===== config.mk =====
export PLATFORM = sky130hd
export DESIGN_NAME = winwdg
export DESIGN_NICKNAME = d
export VERILOG_FILES = /design/src/rtl/wdw_pkg.sv /design/src/rtl/wdw_decode.sv /design/src/rtl/wdw_period.sv /design/src/rtl/wdw_timer.sv /design/src/rtl/wdw_errs.sv /design/src/rtl/winwdg.sv
export SDC_FILE = /design/constraint.sdc
export NUM_CORES = 1
export LEC_CHECK = 0
export ABC_CLOCK_PERIOD_IN_PS = 5000
export BUFFER_PORTS_ARGS = -buffer_cell sky130_fd_sc_hd__clkbuf_2
export CORE_MARGIN = 3
export CORE_UTILIZATION = 45
export DETAILED_ROUTE_END_ITERATION = 10
export SETUP_SLACK_MARGIN = 0.1
export SYNTH_ARGS = -nofsm -noshare
export SYNTH_HDL_FRONTEND = slang
export SYNTH_SLANG_ARGS = --single-unit

===== constraint.sdc =====
create_clock -name clk -period 5 [get_ports clk]
set_input_delay 0.75 -clock clk [delete_from_list [all_inputs] [get_ports clk]]
set_output_delay 0.75 -clock clk [all_outputs]
set_load 0.1 [all_outputs]

===== src/rtl/wdw_pkg.sv =====
package wdw_pkg;
    localparam int MODE_W     = 3;
    localparam int PCODE_W    = 4;
    localparam int PRE_W      = 2;
    localparam int WR_W       = MODE_W + PCODE_W + PRE_W;
    localparam int NUM_MODES  = 6;
    localparam int NUM_PCODES = 10;
    localparam int NUM_ERR    = 3;
    localparam int BASE_W     = 11;
    localparam int MAX_BASE   = 1024;
    localparam int PRE_STEPS  = 1 << PRE_W;

    localparam int ERR_EARLY = 0;
    localparam int ERR_LATE  = 1;
    localparam int ERR_CODE  = 2;

    localparam logic [MODE_W-1:0] MD_IDLE = 3'd0;
    localparam logic [MODE_W-1:0] MD_RUN  = 3'd1;

    typedef enum logic [1:0] {
        ST_START    = 2'd0,
        ST_WINDOW   = 2'd1,
        ST_TIMEOUT  = 2'd2,
        ST_FAILSAFE = 2'd3
    } wd_state_e;

    typedef struct packed {
        wd_state_e           st;
        logic                strike;
        logic [MODE_W-1:0]   mode;
        logic [PCODE_W-1:0]  pcode;
        logic [PRE_W-1:0]    presc;
        logic                rst_req;
        logic                fail;
    } wd_regs_t;

    function automatic logic [BASE_W-1:0] base_ticks(input logic [PCODE_W-1:0] code);
        logic [BASE_W-1:0] b;
        unique case (code)
            4'd0:    b = 11'd8;
            4'd1:    b = 11'd16;
            4'd2:    b = 11'd32;
            4'd3:    b = 11'd40;
            4'd4:    b = 11'd48;
            4'd5:    b = 11'd64;
            4'd6:    b = 11'd128;
            4'd7:    b = 11'd256;
            4'd8:    b = 11'd512;
            4'd9:    b = 11'd1024;
            default: b = 11'd8;
        endcase
        return b;
    endfunction
endpackage


===== src/rtl/wdw_decode.sv =====
module wdw_decode
    import wdw_pkg::*;
(
    input  logic [WR_W-1:0]    wr_data,
    output logic [MODE_W-1:0]  wr_mode,
    output logic [PCODE_W-1:0] wr_pcode,
    output logic [PRE_W-1:0]   wr_presc,
    output logic               mode_ok,
    output logic               pcode_ok
);
    always_comb begin
        wr_mode  = wr_data[MODE_W-1:0];
        wr_pcode = wr_data[MODE_W +: PCODE_W];
        wr_presc = wr_data[MODE_W+PCODE_W +: PRE_W];
        mode_ok  = (wr_mode  < MODE_W'(NUM_MODES));
        pcode_ok = (wr_pcode < PCODE_W'(NUM_PCODES));
    end
endmodule


===== src/rtl/wdw_period.sv =====
module wdw_period
    import wdw_pkg::*;
#(
    parameter int CNT_W = 14
) (
    input  logic [PCODE_W-1:0] pcode,
    input  logic [PRE_W-1:0]   presc,
    output logic [CNT_W-1:0]   period_len
);
    logic [CNT_W-1:0] base_ext;
    logic [CNT_W-1:0] scaled [PRE_STEPS];

    always_comb base_ext = CNT_W'(base_ticks(pcode));

    for (genvar g = 0; g < PRE_STEPS; g++) begin : g_scale
        assign scaled[g] = base_ext << g;
    end

    always_comb period_len = scaled[presc];
endmodule


===== src/rtl/wdw_timer.sv =====
module wdw_timer #(
    parameter int CNT_W = 14
) (
    input  logic             clk,
    input  logic             por_n,
    input  logic             tick,
    input  logic             restart,
    input  logic [CNT_W-1:0] limit,
    output logic             expire,
    output logic             half_reached
);
    logic [CNT_W-1:0] cnt_d, cnt_q;

    always_comb begin
        cnt_d = cnt_q;
        if (restart)   cnt_d = '0;
        else if (tick) cnt_d = cnt_q + CNT_W'(1);
        expire       = tick && (cnt_q == limit - CNT_W'(1));
        half_reached = (cnt_q >= (limit >> 1));
    end

    always_ff @(posedge clk or negedge por_n) begin
        if (!por_n) cnt_q <= '0;
        else        cnt_q <= cnt_d;
    end


    cnt_below_limit_chk: assert property (@(posedge clk) disable iff (!por_n)
        cnt_q < limit);


    idle_tick_hold_chk: assert property (@(posedge clk) disable iff (!por_n)
        (!tick && !restart) |=> $stable(cnt_q));
endmodule


===== src/rtl/wdw_errs.sv =====
module wdw_errs #(
    parameter int N = 3
) (
    input  logic         clk,
    input  logic         por_n,
    input  logic [N-1:0] set,
    input  logic         clr_en,
    input  logic [N-1:0] clr_mask,
    output logic [N-1:0] flags
);
    logic [N-1:0] flags_d, flags_q;

    always_comb begin
        flags_d = flags_q;
        if (clr_en) flags_d = flags_d & ~clr_mask;
        flags_d = flags_d | set;
    end

    always_ff @(posedge clk or negedge por_n) begin
        if (!por_n) flags_q <= '0;
        else        flags_q <= flags_d;
    end

    assign flags = flags_q;

    for (genvar i = 0; i < N; i++) begin : g_chk

        set_wins_chk: assert property (@(posedge clk) disable iff (!por_n)
            set[i] |=> flags_q[i]);

        clear_takes_chk: assert property (@(posedge clk) disable iff (!por_n)
            (clr_en && clr_mask[i] && !set[i]) |=> !flags_q[i]);
    end
endmodule


===== src/rtl/winwdg.sv =====
module winwdg
    import wdw_pkg::*;
#(
    parameter int INIT_TICKS = 256
) (
    input  logic                 clk,
    input  logic                 por_n,
    input  logic                 tick,
    input  logic                 wr_en,
    input  logic [WR_W-1:0]      wr_data,
    input  logic                 err_clr_en,
    input  logic [NUM_ERR-1:0]   err_mask,
    output logic                 rst_req,
    output logic                 fail_safe,
    output logic                 startup,
    output logic [NUM_ERR-1:0]   err_flags,
    output logic [MODE_W-1:0]    mode
);
    localparam int PER_MAX = MAX_BASE << (PRE_STEPS - 1);
    localparam int LIM_MAX = (INIT_TICKS > PER_MAX) ? INIT_TICKS : PER_MAX;
    localparam int CNT_W   = $clog2(LIM_MAX + 1);

    localparam wd_regs_t REGS_RST = '{
        st: ST_START, strike: 1'b0, mode: MD_IDLE, pcode: '0,
        presc: '0, rst_req: 1'b0, fail: 1'b0
    };

    wd_regs_t cur_q, nxt_d;

    logic [MODE_W-1:0]  wr_mode;
    logic [PCODE_W-1:0] wr_pcode;
    logic [PRE_W-1:0]   wr_presc;
    logic               mode_ok, pcode_ok;
    logic               wr_legal, wr_bad;
    logic [CNT_W-1:0]   period_len, limit;
    logic               expire, half_reached, restart;
    logic [NUM_ERR-1:0] err_set;

    wdw_decode u_decode (
        .wr_data  (wr_data),
        .wr_mode  (wr_mode),
        .wr_pcode (wr_pcode),
        .wr_presc (wr_presc),
        .mode_ok  (mode_ok),
        .pcode_ok (pcode_ok)
    );

    wdw_period #(.CNT_W(CNT_W)) u_period (
        .pcode      (cur_q.pcode),
        .presc      (cur_q.presc),
        .period_len (period_len)
    );

    always_comb limit = (cur_q.st == ST_START) ? CNT_W'(INIT_TICKS) : period_len;

    wdw_timer #(.CNT_W(CNT_W)) u_timer (
        .clk          (clk),
        .por_n        (por_n),
        .tick         (tick),
        .restart      (restart),
        .limit        (limit),
        .expire       (expire),
        .half_reached (half_reached)
    );

    wdw_errs #(.N(NUM_ERR)) u_errs (
        .clk      (clk),
        .por_n    (por_n),
        .set      (err_set),
        .clr_en   (err_clr_en),
        .clr_mask (err_mask),
        .flags    (err_flags)
    );

    always_comb begin
        wr_legal = wr_en && mode_ok && pcode_ok;
        wr_bad   = wr_en && !(mode_ok && pcode_ok);
    end

    always_comb begin
        nxt_d         = cur_q;
        nxt_d.rst_req = 1'b0;
        restart       = 1'b0;
        err_set       = '0;
        unique case (cur_q.st)
            ST_START: begin
                if (wr_legal) begin
                    nxt_d.mode   = wr_mode;
                    nxt_d.pcode  = wr_pcode;
                    nxt_d.presc  = wr_presc;
                    nxt_d.strike = 1'b0;
                    nxt_d.st     = (wr_mode == MD_RUN) ? ST_WINDOW : ST_TIMEOUT;
                    restart      = 1'b1;
                end else begin
                    if (wr_bad) err_set[ERR_CODE] = 1'b1;
                    if (expire) begin
                        restart = 1'b1;
                        if (cur_q.strike) begin
                            nxt_d.st   = ST_FAILSAFE;
                            nxt_d.fail = 1'b1;
                            nxt_d.mode = MD_IDLE;
                        end else begin
                            nxt_d.strike  = 1'b1;
                            nxt_d.rst_req = 1'b1;
                        end
                    end
                end
            end
            ST_WINDOW: begin
                if (wr_legal && half_reached) begin
                    nxt_d.mode  = wr_mode;
                    nxt_d.pcode = wr_pcode;
                    nxt_d.presc = wr_presc;
                    nxt_d.st    = (wr_mode == MD_RUN) ? ST_WINDOW : ST_TIMEOUT;
                    restart     = 1'b1;
                end else if (wr_legal || wr_bad || expire) begin
                    if (wr_legal)    err_set[ERR_EARLY] = 1'b1;
                    else if (wr_bad) err_set[ERR_CODE]  = 1'b1;
                    else             err_set[ERR_LATE]  = 1'b1;
                    nxt_d.rst_req = 1'b1;
                    nxt_d.st      = ST_START;
                    nxt_d.strike  = 1'b0;
                    nxt_d.mode    = MD_IDLE;
                    restart       = 1'b1;
                end
            end
            ST_TIMEOUT: begin
                if (wr_legal) begin
                    nxt_d.mode  = wr_mode;
                    nxt_d.pcode = wr_pcode;
                    nxt_d.presc = wr_presc;
                    nxt_d.st    = (wr_mode == MD_RUN) ? ST_WINDOW : ST_TIMEOUT;
                    restart     = 1'b1;
                end else begin
                    if (wr_bad) err_set[ERR_CODE] = 1'b1;
                    if (expire) begin
                        err_set[ERR_LATE] = 1'b1;
                        nxt_d.rst_req     = 1'b1;
                        nxt_d.st          = ST_START;
                        nxt_d.strike      = 1'b0;
                        nxt_d.mode        = MD_IDLE;
                        restart           = 1'b1;
                    end
                end
            end
            ST_FAILSAFE: begin
                restart = 1'b1;
            end
            default: begin
                nxt_d = REGS_RST;
            end
        endcase
    end

    always_ff @(posedge clk or negedge por_n) begin
        if (!por_n) cur_q <= REGS_RST;
        else        cur_q <= nxt_d;
    end

    assign rst_req   = cur_q.rst_req;
    assign fail_safe = cur_q.fail;
    assign startup   = (cur_q.st == ST_START);
    assign mode      = cur_q.mode;


    rst_pulse_chk: assert property (@(posedge clk) disable iff (!por_n)
        rst_req |=> !rst_req);


    rst_restarts_chk: assert property (@(posedge clk) disable iff (!por_n)
        rst_req |-> startup);


    fail_hold_chk: assert property (@(posedge clk) disable iff (!por_n)
        fail_safe |=> fail_safe);


    fail_quiet_chk: assert property (@(posedge clk) disable iff (!por_n)
        fail_safe |-> (!rst_req && !startup && mode == MD_IDLE));


    early_resets_chk: assert property (@(posedge clk) disable iff (!por_n)
        $rose(err_flags[ERR_EARLY]) |-> (rst_req && startup));


    mode_legal_chk: assert property (@(posedge clk) disable iff (!por_n)
        mode < MODE_W'(NUM_MODES));
endmodule


==> After elaboration in Yosys (flattened, before gate mapping) <==
Memory sizes are Yosys's and may differ from the RTL's.
Cells that the tools add are included.
{ "word_totals": {"register_bits": 31, "mem_bits_rw": 0, "latchBits": 0, "in_bits": 17, "out_inout_bits": 9, "rom_bits": 128, "n_memories": 1} }
{ "mem_list": {"columns": ["memory", "depth", "word_bits", "read_ports", "rd_clocked_by_memory_dff", "wr", "line", "source"], "rows": [
  ["(name not given)", 16, 8, 1, 0, 0, "wdw_pkg.sv:39", "unique case (code)"]
]} }
{ "op_classes": {"reduce_logical": 17, "mul": 0, "mux": 45, "bitwise": 5, "shifts": 0, "n_div": 0, "n_eq_ne": 14, "magnitude_cmp": 4, "addsub": 2} }
{ "ops": {"columns": ["op", "count"], "rows": [
  ["$mux W14", 5],
  ["$pmux W13 S3", 1],
  ["$mux W6", 6],
  ["$bmux W14 S2", 1],
  ["$mux W3", 6],
  ["$mux W2", 8],
  ["$mux W1", 15],
  ["$add A14 B1 Y14 const B", 1],
  ["$eq A14 B14 Y1", 1],
  ["$ge A14 B13 Y1", 1],
  ["$sub A14 B1 Y14 const B", 1],
  ["$ne A2 B2 Y1 const B", 5],
  ["$logic_and A1 B1 Y1", 6],
  ["$ne A3 B1 Y1 const B", 2],
  ["$ne A3 B3 Y1 const B", 2],
  ["$pmux W1 S3", 2],
  ["$reduce_and A6 Y1", 1],
  ["$reduce_and A5 Y1", 1],
  ["$eq A2 B2 Y1 const B", 2],
  ["$lt A4 B4 Y1 const B", 1],
  ["$reduce_and A4 Y1", 1],
  ["$and A3 B3 Y3", 1],
  ["$eq A3 B1 Y1 const B", 1],
  ["$ge A3 B3 Y1 const B", 1],
  ["14 further kinds", 15]
]} }

==> Depth between registers and ports, before layout <==
{ "logic_depth": {"word_depth": 13, "ltp_mapped": 16, "depth_no_buf": 15} }

==> Hierarchy <==
Synthesis repeated with hierarchy kept, for this count alone.
{ "hier_totals": {"hier_cells": 358, "hier_area_um2": 2982.9} }
{ "modules_own_cells": {"columns": ["module", "area_each_um2", "n_inst", "cells_per_inst", "seq_area_each_um2"], "rows": [
  ["wdw_timer", 1453.9, 1, 181, 350.3],
  ["winwdg", 957.2, 1, 102, 350.3],
  ["wdw_period", 386.6, 1, 55, 0.0],
  ["wdw_errs", 108.9, 1, 9, 75.1],
  ["wdw_decode", 76.3, 1, 11, 0.0]
]} }

==> Worst setup path before layout <==
OpenSTA, ideal clock, no wires.
{ "synth_timing": {"kind": "register -> register", "start": "register cur_q[12] in the netlist's numbering", "end": "register cur_q[12] in the netlist's numbering", "synth_period_minus_slack_ns": 4.049, "required_time_ns": 4.875, "setup_time_ns": 0.125, "n_path_buf": 1, "path_stages_with_launch": 14, "t_arrival_ns": 3.924, "slack_ns": 0.951, "cell_sequence": "dfrtp_1 > inv_1 > ha_1 > clkbuf_1 > nor2_1 > nand4_1 > ha_1 > nand3_1 > or4_4 > and4b_1 > a211oi_2 > a211oi_2 > a21oi_4 > mux2_4"} }
{ "synth_via": {"elab_chain_cells": 8, "word_cells_on_any_way": 18, "cone_classes": "1 x add/sub; 1 x order compare; 7 x eq/ne; 3 x mux; 6 x reduce/logical"} }
{ "synth_rtl": {"columns": ["item", "line", "source"], "rows": [
  ["start, declared", "winwdg.sv:28", "wd_regs_t cur_q, nxt_d;"],
  ["start signal, assigned", "winwdg.sv:157", "else cur_q <= nxt_d;"],
  ["$logic_not A2 Y1 *", null, null],
  ["via startup", "winwdg.sv:15", "output logic startup,"],
  ["$mux W14", "winwdg.sv:54", "always_comb limit = (cur_q.st == ST_START) ? CNT_W'(INIT_TICKS) : period_len;"],
  ["$sub A14 B1 Y14", "wdw_timer.sv:18", "expire = tick && (cnt_q == limit - CNT_W'(1));"],
  ["$eq A14 B14 Y1", "wdw_timer.sv:18", null],
  ["$logic_and A1 B1 Y1", "wdw_timer.sv:18", null],
  ["$logic_or A1 B1 Y1", "winwdg.sv:116", "end else if (wr_legal || wr_bad || expire) begin"],
  ["$ne A3 B3 Y1 (no source line)", null, null],
  ["$reduce_and A5 Y1 (no source line)", null, null]
]} }
Mark *: on every way through the listed nets, which the timed path passes. The rest lies on a longest branch.
A chain may end at the register's enable or synchronous reset.

==> Final worst setup path <==
{ "layout_timing": {"start": "register cur_q[12] in the netlist's numbering", "end": "register cur_q[13] in the netlist's numbering"} }
{ "layout_via": {"elab_chain_cells": 8, "word_cells_on_any_way": 18, "cone_classes": "1 x add/sub; 1 x order compare; 7 x eq/ne; 3 x mux; 6 x reduce/logical"} }
{ "layout_rtl": {"columns": ["item", "line"], "rows": [
  ["$logic_not A2 Y1", "winwdg.sv:54, winwdg.sv:85"],
  ["$mux W14", "winwdg.sv:54"],
  ["$sub A14 B1 Y14", "wdw_timer.sv:18"],
  ["$eq A14 B14 Y1", "wdw_timer.sv:18"],
  ["$logic_and A1 B1 Y1", "wdw_timer.sv:18"],
  ["$logic_or A1 B1 Y1", "winwdg.sv:116"],
  ["$ne A3 B3 Y1 (no source line)", null],
  ["$reduce_and A5 Y1 (no source line)", null]
]} }
Parallel ways exist; a longest one is shown, timed or not.

==> results.ini <==
[logic_synthesis]
compound_gate_portion_of_the_synthesized_area_pct = 21.6
synth-adder-area-share_pct = 9.53
post_synth_mux_area_share_pct = 4.97
postSynth.topFlopCell = sky130_fd_sc_hd__dfrtp_1
synth_xor_xnor_area_share_pct = 7.54
combinational_family_with_the_most_area_after_synthesis = simple AND/OR/NAND/NOR gates
mappedNetlistArea_um2 = 3020
post_synth_edffs = 0
post_synth.cell_area_avg_um2 = 8.96
ys_warn_count = 0
synth.net_count = 377
syn-instance-count = 337
yosys.area_share.simple_pct = 24.5
sequential_element_share_of_the_synthesized_area_pct = 25.7
synth.ff_latch_count = 31
yosysUniqueCellTypes = 73
share_of_synthesized_registers_carrying_an_async_set_or_reset_pct = 100

[setup_path]
worst-path-max-fanout = 20
worstSetupPathType = reg2reg
crit_cells = 12
worstSetupEndpoint = cur_q[13]
setup.worst_path.start_class = flop
worst_r2r_endpoint = cur_q[13]
timing.rr.start = cur_q[12]
worstPathArrival_ns = 4.28
critical_path.endpoint_type = flop
regToRegSetupSlack_ns = 0.90
cp.buffers_inverters = 1
rr_worst_depth = 12
crit_family = simple AND/OR/NAND/NOR gates
cp_slowest_cell = sky130_fd_sc_hd__ha_1
critical-path-max-stage-delay_ns = 0.66
cp_data_required_time_ns = 5.18
worst_path_cell_trace = inv_1 > ha_1 > nor2_1 > nand4_1 > ha_1 > nand3_1 > or4_4 > and4b_1 > a211oi_2 > a211oi_2 > a21oi_4 > mux2_4
critical_path.startpoint = cur_q[12]

[grt]
grt_first_pass_wirelength_um = 11200
grt_overflow = 0
pin_count_of_the_biggest_net_entering_global_routing = 32
antenna_violations_before_repair = 0
via_count_of_the_first_global_routing_pass = 2384
grt.total_usage_pct = 18.3

[placed_design]
post-place-cells = 422
place_hpwl_um = 5160
port_buffers = 25
gpl.final_weighted_congestion = 0.826
post_placement_setup_slack_ns = 0.966
placement.cell_area_um2 = 3140

[sta]
finalCriticalPeriod_ns = 4.10
worst-slew-pin-transition_ns = 0.851
worst_hold_slack_ns = 0.483
clock-skew-final_ns = 0.0135
max_clock_freq_mhz = 244
setup-violations-final = 0
timing.max_slew.rel_slack_pct = 43.3
report.final.slew_viol_count = 0
fin_crit_sh_pct = 82.0
final_ws_setup_ns = 0.899
timing.final.hold_violations = 0
grt_setup_unrepaired = no
fin_tns_setup_ns = 0

[finish]
antenna_cells_inserted = 0
final_common_cell = sky130_fd_sc_hd__dfrtp_1
fin_nets = 392
commonest_non_fill_non_tap_cells_in_the_layout = sky130_fd_sc_hd__dfrtp_1, sky130_fd_sc_hd__nand2_1, sky130_fd_sc_hd__clkbuf_2
design_area_um2 = 3240
post_route_cells_drive_above_1_share_pct = 18.4
synthToLayoutAreaGrowth_pct = 7.25
layoutNonFillerInstCount = 430
final_util_pct = 50.4

[die]
std_cell_rows = 29
num_io_pins = 26
die_area_um2 = 7730
floorplan.initialDensity_pct = 47.0
die_h_um = 87.9
design.core.area_um2 = 6420
die_width_um = 87.9

[clock_tree]
clock_tree_from_tritoncts = built
cts_root_buffer = sky130_fd_sc_hd__clkbuf_8
cts_resized = 0
holdBufCountCts = 0
htreeDepth = 2
clock_path_buffers = 2
post_cts_buffers = 0
clk-insertion-delay-late_ns = 0.29
clk_transition_reported_paths_ns = 0.07
cts_made_buffers = 5
tritoncts_num_sinks = 31

[pwr]
leakagePower_nw = 1.38
power.net_switching_mw = 1.12
switching_share_pct = 53.1
power_density_nw_per_um2 = 648
intPower_uw = 985
combinationalPowerShare_pct = 70.0
totalPowerFinal_mw = 2.10
seqPwrFrac_pct = 19.2
peakVddDrop_v = 0.000438
share_clk_of_total_power_pct = 10.8

[detailed_routing]
drc_errors = 0
num_vias = 2472
avgRoutedWirePerCell_um = 15.8
routed_wirelength_um = 6790
ant_nets = 0
detail_route.vias_per_cell = 5.75
drt_pass1_iterations = 5
drt_first_iter_violations = 175

[flow_run]
cap_viol_max_count = 0

[hold_path]
worstHoldPathType = reg2reg
worst_hold_startpoint = fail_safe

[outcome]
status = finished, final reports clean

[worst min-delay path by stage]
stage / cells past startpoint / to
final: 1 / fail_safe
after global routing: 1 / fail_safe
after CTS: 2 / u_errs.flags[2]
after detailed placement: 2 / u_errs.flags[2]
after global placement: 2 / u_errs.flags[2]
after floorplan: 0 / cur_q[11]
[final cells by class]
class,instances,area [um2]
fillers,599,3180
flip-flops and latches,31,776
clock inverters,1,7.51
clock buffers,7,96.3
well taps,77,96.3
inverters,21,78.8
repair buffers,25,125
multi-input cells,268,2060
[registers in the layout (all words and copies together), names as in the netlist]
signal / flops
cur_q: 9
fail_safe: 1
mode: 3
rst_req: 1
u_errs.flags: 3
u_timer.cnt_q: 14
[synth_stat cells, types with 6 or more instances]
library cell / n / area share (%)
sky130_fd_sc_hd__a21oi_1: 13 / 2.2
sky130_fd_sc_hd__and2_1: 8 / 1.7
sky130_fd_sc_hd__clkbuf_1: 7 / 0.87
sky130_fd_sc_hd__dfrtp_1: 31 / 26
sky130_fd_sc_hd__ha_1: 23 / 9.5
sky130_fd_sc_hd__inv_1: 21 / 2.6
sky130_fd_sc_hd__mux2i_1: 6 / 2.0
sky130_fd_sc_hd__nand2_1: 27 / 3.4
sky130_fd_sc_hd__nand2b_1: 7 / 1.4
sky130_fd_sc_hd__nand3_1: 14 / 2.3
sky130_fd_sc_hd__nand4_1: 9 / 1.9
sky130_fd_sc_hd__nor2_1: 18 / 2.2
sky130_fd_sc_hd__nor2_4: 10 / 3.7
sky130_fd_sc_hd__o21ai_0: 13 / 2.2
sky130_fd_sc_hd__xnor2_1: 14 / 4.1
sky130_fd_sc_hd__xor2_1: 12 / 3.5
[layer usage]
metal  GRT usage [%]  routed length [um]
met3            3.10                 271
met2            29.2                3150
met4            4.88                  56
met5               0                   0
met1            25.6                3310
[worst reg2reg max path, delay by kind of cell, from the launching register on]
kind | cells | cell delay [ns]
and+or+nand+nor | 5 | 1.51
adders and majority gates | 2 | 0.90
AOI/OAI and AO/OA | 3 | 0.69
DFF | 1 | 0.44
muxes | 1 | 0.33
buffers and inverters | 1 | 0.13
[kinds of logic (layout without fill, tap and decap cells)]
logic type	count (synthesis)	in the layout
buf+inv	38	54
compound gates	83	83
fa+ha+maj	23	23
flops	31	31
simple gates	123	123
mux	13	13
xor+xnor	26	26
[power by group through the flow]
| stage | Clock [mW] | Combinational [mW] | Sequential [mW] |
|---|---|---|---|
| floorplan | 0 | 1.22 | 0.418 |
| global placement | 0 | 1.45 | 0.403 |
| detailed placement | 0 | 1.46 | 0.405 |
| CTS | 0.232 | 1.47 | 0.401 |
| global route | 0.242 | 1.60 | 0.414 |
| finish | 0.227 | 1.47 | 0.403 |
Note: power is estimated with default switching activity, not from simulation.
